[src/rtl/sckgen_pkg.sv]
package sckgen_pkg;

    localparam int PS_W   = 8;
    localparam int SPR_W  = 4;
    localparam int SPPR_W = 3;
    localparam int PRE_W  = (1 << SPPR_W) - 1;

    typedef struct packed {
        logic [SPR_W-1:0]  lin;
        logic [SPPR_W-1:0] expo;
    } div_cfg_t;

    typedef struct packed {
        logic [SPR_W-1:0] ph;
        logic [PRE_W-1:0] pre;
    } div_pos_t;

    typedef enum logic {
        ST_STOP = 1'b0,
        ST_RUN  = 1'b1
    } gen_state_e;

    // Split the packed byte into factor and exponent; bit 7 is not used.
    function automatic div_cfg_t unpack_prescale(input logic [PS_W-1:0] ps);
        div_cfg_t c;
        c.lin  = ps[3:0];
        c.expo = {ps[6], ps[5], ps[4]};
        if (c.lin == SPR_W'(1) && c.expo == '0) begin
            c.lin = SPR_W'(2);
        end
        return c;
    endfunction

    // Position of the falling transition: ceil(N/2) in counter coordinates.
    function automatic div_pos_t half_point(input div_cfg_t c);
        div_pos_t         h;
        logic [SPR_W:0]   inc;
        h   = '0;
        inc = {1'b0, c.lin} + (SPR_W+1)'(1);
        if (c.expo == '0) begin
            h.ph = inc[SPR_W:1];
        end else begin
            h.ph = c.lin >> 1;
            if (c.lin[0]) begin
                h.pre = PRE_W'(1) << SPPR_W'(c.expo - SPPR_W'(1));
            end
        end
        return h;
    endfunction

endpackage

[src/rtl/sckgen_precnt.sv]
module sckgen_precnt
    import sckgen_pkg::*;
(
    input  logic              clk_i,
    input  logic              rst_i,
    input  logic              clr_i,
    input  logic              adv_i,
    input  logic [SPPR_W-1:0] expo_i,
    output logic [PRE_W-1:0]  nxt_o,
    output logic              last_o
);
    logic [PRE_W-1:0] cnt_q;
    logic [PRE_W-1:0] lim;

    always_comb begin
        lim    = PRE_W'((32'd1 << expo_i) - 32'd1);
        last_o = (cnt_q == lim);
        nxt_o  = last_o ? '0 : cnt_q + PRE_W'(1);
    end

    always_ff @(posedge clk_i) begin
        if (rst_i || clr_i) begin
            cnt_q <= '0;
        end else if (adv_i) begin
            cnt_q <= nxt_o;
        end
    end
endmodule

[src/rtl/sckgen_phcnt.sv]
module sckgen_phcnt
    import sckgen_pkg::*;
(
    input  logic             clk_i,
    input  logic             rst_i,
    input  logic             clr_i,
    input  logic             adv_i,
    input  logic             step_i,
    input  logic [SPR_W-1:0] lin_i,
    output logic [SPR_W-1:0] nxt_o,
    output logic             last_o
);
    logic [SPR_W-1:0] cnt_q;

    always_comb begin
        last_o = (cnt_q == lin_i - SPR_W'(1));
        if (step_i) begin
            nxt_o = last_o ? '0 : cnt_q + SPR_W'(1);
        end else begin
            nxt_o = cnt_q;
        end
    end

    always_ff @(posedge clk_i) begin
        if (rst_i || clr_i) begin
            cnt_q <= '0;
        end else if (adv_i) begin
            cnt_q <= nxt_o;
        end
    end
endmodule

[src/rtl/sckgen_edges.sv]
module sckgen_edges (
    input  logic clk_i,
    input  logic rst_i,
    input  logic start_i,
    input  logic stop_i,
    input  logic fall_i,
    output logic sck_o,
    output logic lead_o,
    output logic trail_o
);
    always_ff @(posedge clk_i) begin
        if (rst_i) begin
            sck_o   <= 1'b0;
            lead_o  <= 1'b0;
            trail_o <= 1'b0;
        end else if (stop_i) begin
            sck_o   <= 1'b0;
            lead_o  <= 1'b0;
            trail_o <= sck_o;
        end else if (start_i) begin
            sck_o   <= 1'b1;
            lead_o  <= 1'b1;
            trail_o <= 1'b0;
        end else if (fall_i) begin
            sck_o   <= 1'b0;
            lead_o  <= 1'b0;
            trail_o <= 1'b1;
        end else begin
            lead_o  <= 1'b0;
            trail_o <= 1'b0;
        end
    end
endmodule

[src/rtl/sck_divgen.sv]
module sck_divgen
    import sckgen_pkg::*;
(
    input  logic            clk_i,
    input  logic            rst_i,
    input  logic            run_i,
    input  logic [PS_W-1:0] prescale_i,
    output logic            sck_o,
    output logic            lead_o,
    output logic            trail_o
);
    gen_state_e       state_q;
    div_cfg_t         cfg_q;
    div_cfg_t         dec;
    div_pos_t         hp;
    logic [PRE_W-1:0] pre_nxt;
    logic             pre_last;
    logic [SPR_W-1:0] ph_nxt;
    logic             ph_last;
    logic             boundary;
    logic             do_start;
    logic             do_stop;
    logic             do_adv;
    logic             hit;

    always_comb begin
        dec      = unpack_prescale(prescale_i);
        hp       = half_point(cfg_q);
        boundary = (state_q == ST_STOP) || (pre_last && ph_last);
        do_start = 1'b0;
        do_stop  = 1'b0;
        do_adv   = 1'b0;
        if (!run_i) begin
            do_stop = 1'b1;
        end else if (boundary) begin
            if (dec.lin != '0) begin
                do_start = 1'b1;
            end else begin
                do_stop = 1'b1;
            end
        end else begin
            do_adv = 1'b1;
        end
        hit = do_adv && (ph_nxt == hp.ph) && (pre_nxt == hp.pre);
    end

    always_ff @(posedge clk_i) begin
        if (rst_i) begin
            state_q <= ST_STOP;
            cfg_q   <= '0;
        end else begin
            if (!run_i || boundary) begin
                cfg_q <= dec;
            end
            if (do_stop) begin
                state_q <= ST_STOP;
            end else if (do_start) begin
                state_q <= ST_RUN;
            end
        end
    end

    sckgen_precnt u_pre (
        .clk_i  (clk_i),
        .rst_i  (rst_i),
        .clr_i  (do_start || do_stop),
        .adv_i  (do_adv),
        .expo_i (cfg_q.expo),
        .nxt_o  (pre_nxt),
        .last_o (pre_last)
    );

    sckgen_phcnt u_ph (
        .clk_i  (clk_i),
        .rst_i  (rst_i),
        .clr_i  (do_start || do_stop),
        .adv_i  (do_adv),
        .step_i (pre_last),
        .lin_i  (cfg_q.lin),
        .nxt_o  (ph_nxt),
        .last_o (ph_last)
    );

    sckgen_edges u_edge (
        .clk_i   (clk_i),
        .rst_i   (rst_i),
        .start_i (do_start),
        .stop_i  (do_stop),
        .fall_i  (hit),
        .sck_o   (sck_o),
        .lead_o  (lead_o),
        .trail_o (trail_o)
    );
endmodule

[config.mk]
export PLATFORM = sky130hd
export DESIGN_NAME = sck_divgen
export DESIGN_NICKNAME = d
export VERILOG_FILES = /design/src/rtl/sckgen_pkg.sv /design/src/rtl/sckgen_precnt.sv /design/src/rtl/sckgen_phcnt.sv /design/src/rtl/sckgen_edges.sv /design/src/rtl/sck_divgen.sv
export SDC_FILE = /design/constraint.sdc
export NUM_CORES = 1
export LEC_CHECK = 0
export BUFFER_PORTS_ARGS = -buffer_cell sky130_fd_sc_hd__buf_4
export CORE_MARGIN = 4
export CORE_UTILIZATION = 40
export CTS_CLUSTER_DIAMETER = 80
export CTS_CLUSTER_SIZE = 8
export DETAILED_ROUTE_END_ITERATION = 8
export GPL_ROUTABILITY_DRIVEN = 1
export GPL_TIMING_DRIVEN = 0
export PLACE_DENSITY_LB_ADDON = 0.1
export SETUP_SLACK_MARGIN = 0.2
export SYNTH_ARGS = -nofsm -noshare
export SYNTH_HDL_FRONTEND = slang
export SYNTH_SLANG_ARGS = --single-unit
[constraint.sdc]
create_clock -name clk_i -period 7.3 [get_ports clk_i]
set_input_delay 0.365 -clock clk_i [delete_from_list [all_inputs] [get_ports clk_i]]
set_output_delay 0.365 -clock clk_i [all_outputs]
set_load 0.01 [all_outputs]
==> results of run 1 <==
-- area by class of cell --
cell class | count | area, um2
fillers | 418 | 2160
multi-input cells | 180 | 1190
flip-flops and latches | 22 | 440
plain buffers | 13 | 100
repair buffers | 12 | 90.1
well taps | 50 | 62.6
clock buffers | 4 | 55.1
inverters | 5 | 18.8
-- synth_stat cells (all sizes together) (2+ instances only) --
library cell | instances | area [um2]
nor2 | 22 | 82.6
nor3 | 10 | 55.1
a31oi | 2 | 12.5
o21a | 2 | 15.0
buf | 6 | 51.3
nor3b | 5 | 37.5
o211ai | 4 | 30.0
mux2i | 2 | 20.0
xnor2 | 10 | 87.6
inv | 5 | 18.8
xor2 | 10 | 87.6
clkbuf | 7 | 48.8
nor4 | 3 | 18.8
nor4b | 2 | 17.5
ha | 6 | 75.1
nand3 | 11 | 65.1
o21ai | 5 | 28.8
nand2b | 4 | 25.0
nor2b | 3 | 18.8
nand4 | 4 | 25.0
o41ai | 2 | 17.5
nand2 | 24 | 90.1
a21oi | 12 | 60.1
a211oi | 6 | 50.1
dfxtp | 22 | 440
and3 | 4 | 27.5
o22ai | 3 | 18.8
-- cells by family (layout without fill, tap and decap cells) --
family | Yosys count | count (layout) | share of synthesized area [%]
simple gates | 99 | 99 | 30.2
compound gates | 53 | 53 | 22.4
flops | 22 | 22 | 25.2
xor+xnor | 20 | 20 | 10.0
buf+inv | 18 | 34 | 6.80
fa+ha+maj | 6 | 6 | 4.30
mux | 2 | 2 | 1.15
-- metrics by stage --
stage	setup WS, ns	util (%)
after floorplan	4.19	-
after global placement	3.86	46.2
after detailed placement	3.84	46.2
after CTS	3.82	47.5
after global routing	3.59	47.5
final	3.80	47.5
-- final timing paths --
path	startpoint	endpoint	slack (ns)	depth (start not counted)
min reg2reg	u_edge.sck_o$_SDFFE_PP0P_	u_edge.trail_o$_SDFF_PP0_	0.50	2
max	cfg_q[0]$_SDFFE_PP0N_	u_edge.sck_o$_SDFFE_PP0P_	3.80	13
min	rst_i	state_q$_SDFFE_PP0P_	0.29	2
max reg2reg	cfg_q[0]$_SDFFE_PP0N_	u_edge.sck_o$_SDFFE_PP0P_	3.80	13
-- worst max-delay path, delay by kind of cell, from the launching register on --
kind	cells	cell delay, ns
buffers and inverters	3	0.50
DFF	1	0.51
adders and majority gates	1	0.19
and+or+nand+nor	4	0.91
AOI/OAI and AO/OA	5	1.27
-- state kept, by name, indices dropped and copies added (netlist names) --
| name | count |
|---|---|
| cfg_q | 7 |
| u_pre.cnt_q | 7 |
| u_ph.cnt_q | 4 |
| state_q | 1 |
| u_edge.lead_o | 1 |
| u_edge.sck_o | 1 |
| u_edge.trail_o | 1 |
-- power groups by stage --
| stage | sequential, W | combinational [W] | clock [W] |
|---|---|---|---|
| final | 0.000128 | 0.0000726 | 0.0000903 |
| after global routing | 0.000129 | 0.0000812 | 0.0000963 |
| after CTS | 0.000128 | 0.0000726 | 0.0000930 |
| after detailed placement | 0.000131 | 0.0000722 | 0 |
| after global placement | 0.000131 | 0.0000724 | 0 |
| after floorplan | 0.000130 | 0.0000533 | 0 |
-- routing by layer --
| metal | share of wire (%) | GRT usage [%] | up-vias |
|---|---|---|---|
| met5 | 0 | 0 | - |
| met4 | 1.8 | 6.44 | 0 |
| met3 | 4.4 | 2.43 | 8 |
| met2 | 45 | 25.7 | 44 |
| met1 | 49 | 24.4 | 805 |
| li1 | - | - | 846 |
==> qor.txt, run 1 <==
crit-path cells: buf_6 -> nor2b_1 -> nand2b_1 -> ha_1 -> clkbuf_8 -> or4b_4 -> nand3_2 -> a32o_2 -> o21ai_2 -> buf_6 -> o31a_1 -> a2111o_1 -> a31o_1
post-placement cell count: 282
Area after DPL: 0.00190 mm2
Setup violations, final: 0
Reg power frac: 44.0%
CTS root buffer: clkbuf_8
fin crit share: 48.0%
postcts setup bufs: 0
Switch Pwr: 0.0000868 W
Critical-path top delay cell: dfxtp_1
Ports: 14
drt drc: 0
Sw Share: 29.9%
Die Ht: 74.1 um
clk_lat worst skew: 0.27 ns
first-pass GRT wire length: 7.32 mm
vias in the first global route: 1,554
DP HPWL: 3.39 mm
Clk pin slew, worst setup/hold paths: 0.08 ns
CTS tree: built
H-tree levels: 1
Worst VDD drop: 0.0732 mV
share of layout cells above drive strength 1: 17.8%
top_reg_cell synth: dfxtp_1
asr flop ratio synth: 0%
cts repair resizes: 0
Slew Limit Fails: 0
slowest stage delay, CP: 0.51 ns
Post-synth EDFFs: 0
vias per inst: 5.95
synth warn: 0
drt first pass iters: 4
Setup Skew: 0.00274 ns
status: finished clean
Tot GR Track Use: 17.0%
internal power: 0.000204 W
detailed-route wire length per cell: 15.2 um
Comb power frac: 25.0%
post-route ant nets: 0
initial antenna violation count: 0
crit path time final: 3.50 ns
PortBufs: 12
clock sink total: 22
most used cell, CP: buf_6
Leak Pwr: 0.764 nW
RSZ-0062 raised after global routing: false
row count: 23
Max-Cap Viols: 0
worst path required time: 7.47 ns
Initial Utilization: 42.4%
net count after synthesis: 237
post-route insts no fill: 286
worst-path fanout max: 10
Total Neg Setup Slack: 0 ns
clock buffer count from CTS: 3
Die W: 74.1 um
FF+latch count, synth: 22
commonest non-fill, non-tap cell in the layout: nand2_1
worst-margin pin slew: 0.588 ns
largest net degree at the start of global routing: 13
Syn Area/Cell: 7.94 um2
final WL: 4.36 mm
routability cong.: 0.864
Setup crit end kind: register
CTS hold repair buffers: 0
fin nets: 254
number of diodes: 0
vias: 1,703
Fin Hold WS: 0.289 ns
Area Growth Syn to Fin: 11.9%
GRT overflow: 0
kind of critical path: register to register
Achievable Freq: 285 MHz
Hold Crit Class: input pin to register
Synth Cell Area: 0.00175 mm2
cell area after layout: 0.00195 mm2
Core Region: 0.00412 mm2
initial drt markers: 112
clock buffer depth: 2
sequential cell area fraction in the yosys report: 25.2%
commonest non-fill, non-tap cells in the layout: nand2_1 (24), nor2_1 (22), dfxtp_1 (22)
Clock power frac: 31.0%
Syn Inst Count: 220
Cell Pwr Density: 149 mW/mm2
DIE AREA: 0.00549 mm2
power consumption: 0.000291 W
Startpoint Class: register
Fin. Hold Viols: 0
Critical Path AT: 3.67 ns
Yosys cell types: 61
Worst slew margin: 60.3%
Power figures use the tool's default switching activity.
==> run 2: changes to the inputs <==
Settings changed: ABC_AREA set to 1.
Clock period 7.3 ns to 3.3 ns, I/O delays scaled along.
==> qor.txt, run 2 <==
Core Region: 0.00414 mm2 (+0.70%)
count leader, synth: nand2_1
R2R depth: 19 (+6)
Fin. Hold Viols: 0 (unchanged)
r2r endpoint: u_edge.sck_o$_SDFFE_PP0P_
Initial Utilization: 42.9% (+0.46 points)
routing usage on met1: 24.5% (+0.11 points)
first-pass GRT wire length: 7.25 mm (-0.94%)
status: finished clean
pre-CTS setup slack: 0.486 ns (-3.35 ns)
initial antenna violation count: 0 (unchanged)
Hold Path Stages: 2 (unchanged)
largest net degree at the start of global routing: 13 (unchanged)
Worst slew margin: 74.5% (+14 points)
Die W: 74.7 um (+0.80%)
worst path required time: 3.48 ns (-3.99 ns)
clock buffer count from CTS: 3 (unchanged)
crit path time final: 2.75 ns (-0.756 ns)
CTS tree: built
Critical-path top delay cell: dfxtp_1
Startpoint Class: register
detailed-route wire length per cell: 11.9 um (-22%)
met2 layer usage reported by global route: 26.2% (+0.55 points)
kind of critical path: register to register
fin util: 48.3% (+0.82 points)
Setup Skew: 0.00581 ns (+0.00307 ns)
routability cong.: 0.796 (-7.8%)
Synth top cells by count: nand2_1 (89), inv_1 (35), nand3_1 (34), nor2_1 (34), dfxtp_1 (22)
PortBufs: 12 (unchanged)
power consumption: 0.000681 W (+130%)
Worst Setup Slack, final: 0.553 ns (-3.24 ns)
Multi-input gate area: 0.00115 mm2 (-3.5%)
drt drc: 0 (unchanged)
Synth top area share: 24.8% (-0.44 points)
synth warn: 0 (unchanged)
register area: 442 um2 (+0.28%)
Syn Area/Cell: 6.03 um2 (-24%)
Leak Pwr: 0.961 nW (+26%)
number of diodes: 0 (unchanged)
sequential cell area fraction in the yosys report: 24.8% (-0.44 points)
Filler Cell Count: 482 (+15%)
Tot GR Track Use: 16.9% (-0.068 points)
vias: 1,797 (+5.5%)
commonest non-fill, non-tap cells in the layout: nand2_1 (89), inv_1 (35), nand3_1 (34)
Hold Crit Class: input pin to register
Slew Limit Fails: 0 (unchanged)
Setup violations, final: 0 (unchanged)
slowest stage delay, CP: 0.33 ns (-0.18 ns)
clk_lat worst skew: 0.27 ns (about the same)
Synth Cell Area: 0.00178 mm2 (+1.8%)
Area after DPL: 0.00193 mm2 (+1.6%)
Syn Inst Count: 295 (+34%)
Ports: 14 (unchanged)
cell area after layout: 0.00200 mm2 (+2.4%)
asr flop ratio synth: 0% (unchanged)
commonest non-fill, non-tap cell in the layout: nand2_1
Yosys cell types: 27 (-56%)
clock sink total: 22 (unchanged)
post-route ant nets: 0 (unchanged)
fin crit share: 83.3% (+35 points)
Setup crit end kind: register
CTS hold repair buffers: 0 (unchanged)
most area-hungry cell type in the Yosys netlist: dfxtp_1
Largest regs: cfg_q (7), u_pre.cnt_q (7), u_ph.cnt_q (4)
met3 Use GR: 2.40% (-0.029 points)
net count after synthesis: 312 (+32%)
Synth area leaders: dfxtp_1 (25%), nand2_1 (19%), nand3_1 (9.6%)
DIE AREA: 0.00558 mm2 (+1.6%)
drt first pass iters: 4 (unchanged)
DP HPWL: 3.41 mm (+0.60%)
GRT busiest layer: met2
most used cell, CP: nand2_1
RSZ-0062 raised after global routing: false
vias per inst: 4.98 (-16%)
H-tree levels: 1 (unchanged)
clock buffer depth: 2 (unchanged)
Worst VDD drop: 0.156 mV (+110%)
RR Startpoint: cfg_q[2]$_SDFFE_PP0N_
worst reg-to-reg setup slack: 0.55 ns (-3.24 ns)
share of layout cells above drive strength 1: 14.1% (-3.6 points)
Hold EP: u_edge.lead_o$_SDFF_PP0_
final WL: 4.28 mm (-1.7%)
FF+latch count, synth: 22 (unchanged)
vias in the first global route: 1,577 (+1.5%)
Cell Pwr Density: 340 mW/mm2 (+130%)
crit-path cells: buf_6 -> inv_2 -> nand2_2 -> ha_1 -> nand2_1 -> inv_1 -> nor2_1 -> nand3_1 -> nor2_4 -> nand4_4 -> buf_6 -> nand2_1 -> o21ai_0 -> nand2_1 -> nand3_1 -> nor2_1 -> nand3_1 -> nand2_1 -> nand2_1
Critical Path AT: 2.93 ns (-0.74 ns)
Total Neg Setup Slack: 0 ns (unchanged)
GRT overflow: 0 (unchanged)
Die Ht: 74.7 um (+0.80%)
row count: 23 (unchanged)
Post-synth EDFFs: 0 (unchanged)
Hold Crit Start: rst_i
Achievable Freq: 364 MHz (+28%)
initial drt markers: 104 (-7.1%)
worst-margin pin slew: 0.380 ns (-0.209 ns)
worst-path fanout max: 10 (unchanged)
Area Growth Syn to Fin: 12.6%
CTS root buffer: clkbuf_8
Clk pin slew, worst setup/hold paths: 0.09 ns (about the same)
fin nets: 329 (+30%)
top_reg_cell synth: dfxtp_1
Max-Cap Viols: 0 (unchanged)
run 2: logic make-up after synthesis:
logic type / count (synthesis) / synth area share, %
xor gates and xnor gates: 11 / 5.42
and+or+nand+nor: 186 / 47.7
adders and majority gates: 6 / 4.22
buffers and inverters: 47 / 11.3
AOI/OAI and AO/OA: 23 / 6.55
DFF: 22 / 24.8
run 2: how the worst max path moves through the flow:
stage / endpoint / from / slack [ns] / cells past startpoint
after floorplan: u_edge.sck_o$_SDFFE_PP0P_ / cfg_q[1]$_SDFFE_PP0N_ / 0.95 / 19
after global placement: u_edge.sck_o$_SDFFE_PP0P_ / cfg_q[1]$_SDFFE_PP0N_ / 0.51 / 19
after detailed placement: u_edge.sck_o$_SDFFE_PP0P_ / cfg_q[1]$_SDFFE_PP0N_ / 0.49 / 19
after CTS: u_edge.sck_o$_SDFFE_PP0P_ / cfg_q[1]$_SDFFE_PP0N_ / 0.46 / 19
after global routing: u_edge.sck_o$_SDFFE_PP0P_ / cfg_q[1]$_SDFFE_PP0N_ / 0.26 / 19
final: u_edge.sck_o$_SDFFE_PP0P_ / cfg_q[2]$_SDFFE_PP0N_ / 0.55 / 19
run 2: stage by stage:
step / hold WS, ns / instances
after floorplan: 0.254 / 295
after global placement: 0.371 / 357
after detailed placement: 0.368 / 357
after CTS: 0.0703 / 361
after global routing: 0.0947 / 361
final: 0.0720 / 361
run 2: final cells by class:
cell class / instances / area share (%)
buffer: 5 / 2.44
clock buffer: 4 / 2.75
inverter: 42 / 7.87
multi-input combinational: 226 / 57.3
sequential: 22 / 22.1
tap: 50 / 3.13
timing repair buffer: 12 / 4.50
run 2: worst max-delay path, delay by kind of cell (launching register included):
family,cells,cell delay [ns]
and+or+nand+nor,13,1.41
buffers and inverters,4,0.48
DFF,1,0.33
AOI/OAI and AO/OA,1,0.08
adders and majority gates,1,0.33
run 2: layer usage:
metal | up-vias | wire, um
met2 | 19 | 1860
met1 | 805 | 2280
met4 | 0 | 45
met3 | 5 | 96
li1 | 968 | -
met5 | - | 0
run 2: what timing repair did:
action,CTS,global route
buffers inserted,0,0
gates resized for setup,0,6
setup endpoints to repair,0,11
run 2: where the power goes:
| part | internal, W | switching [W] |
|---|---|---|
| registers | 0.000275 | 0.00000799 |
| clock network | 0.000107 | 0.000102 |
| logic | 0.0000676 | 0.000121 |
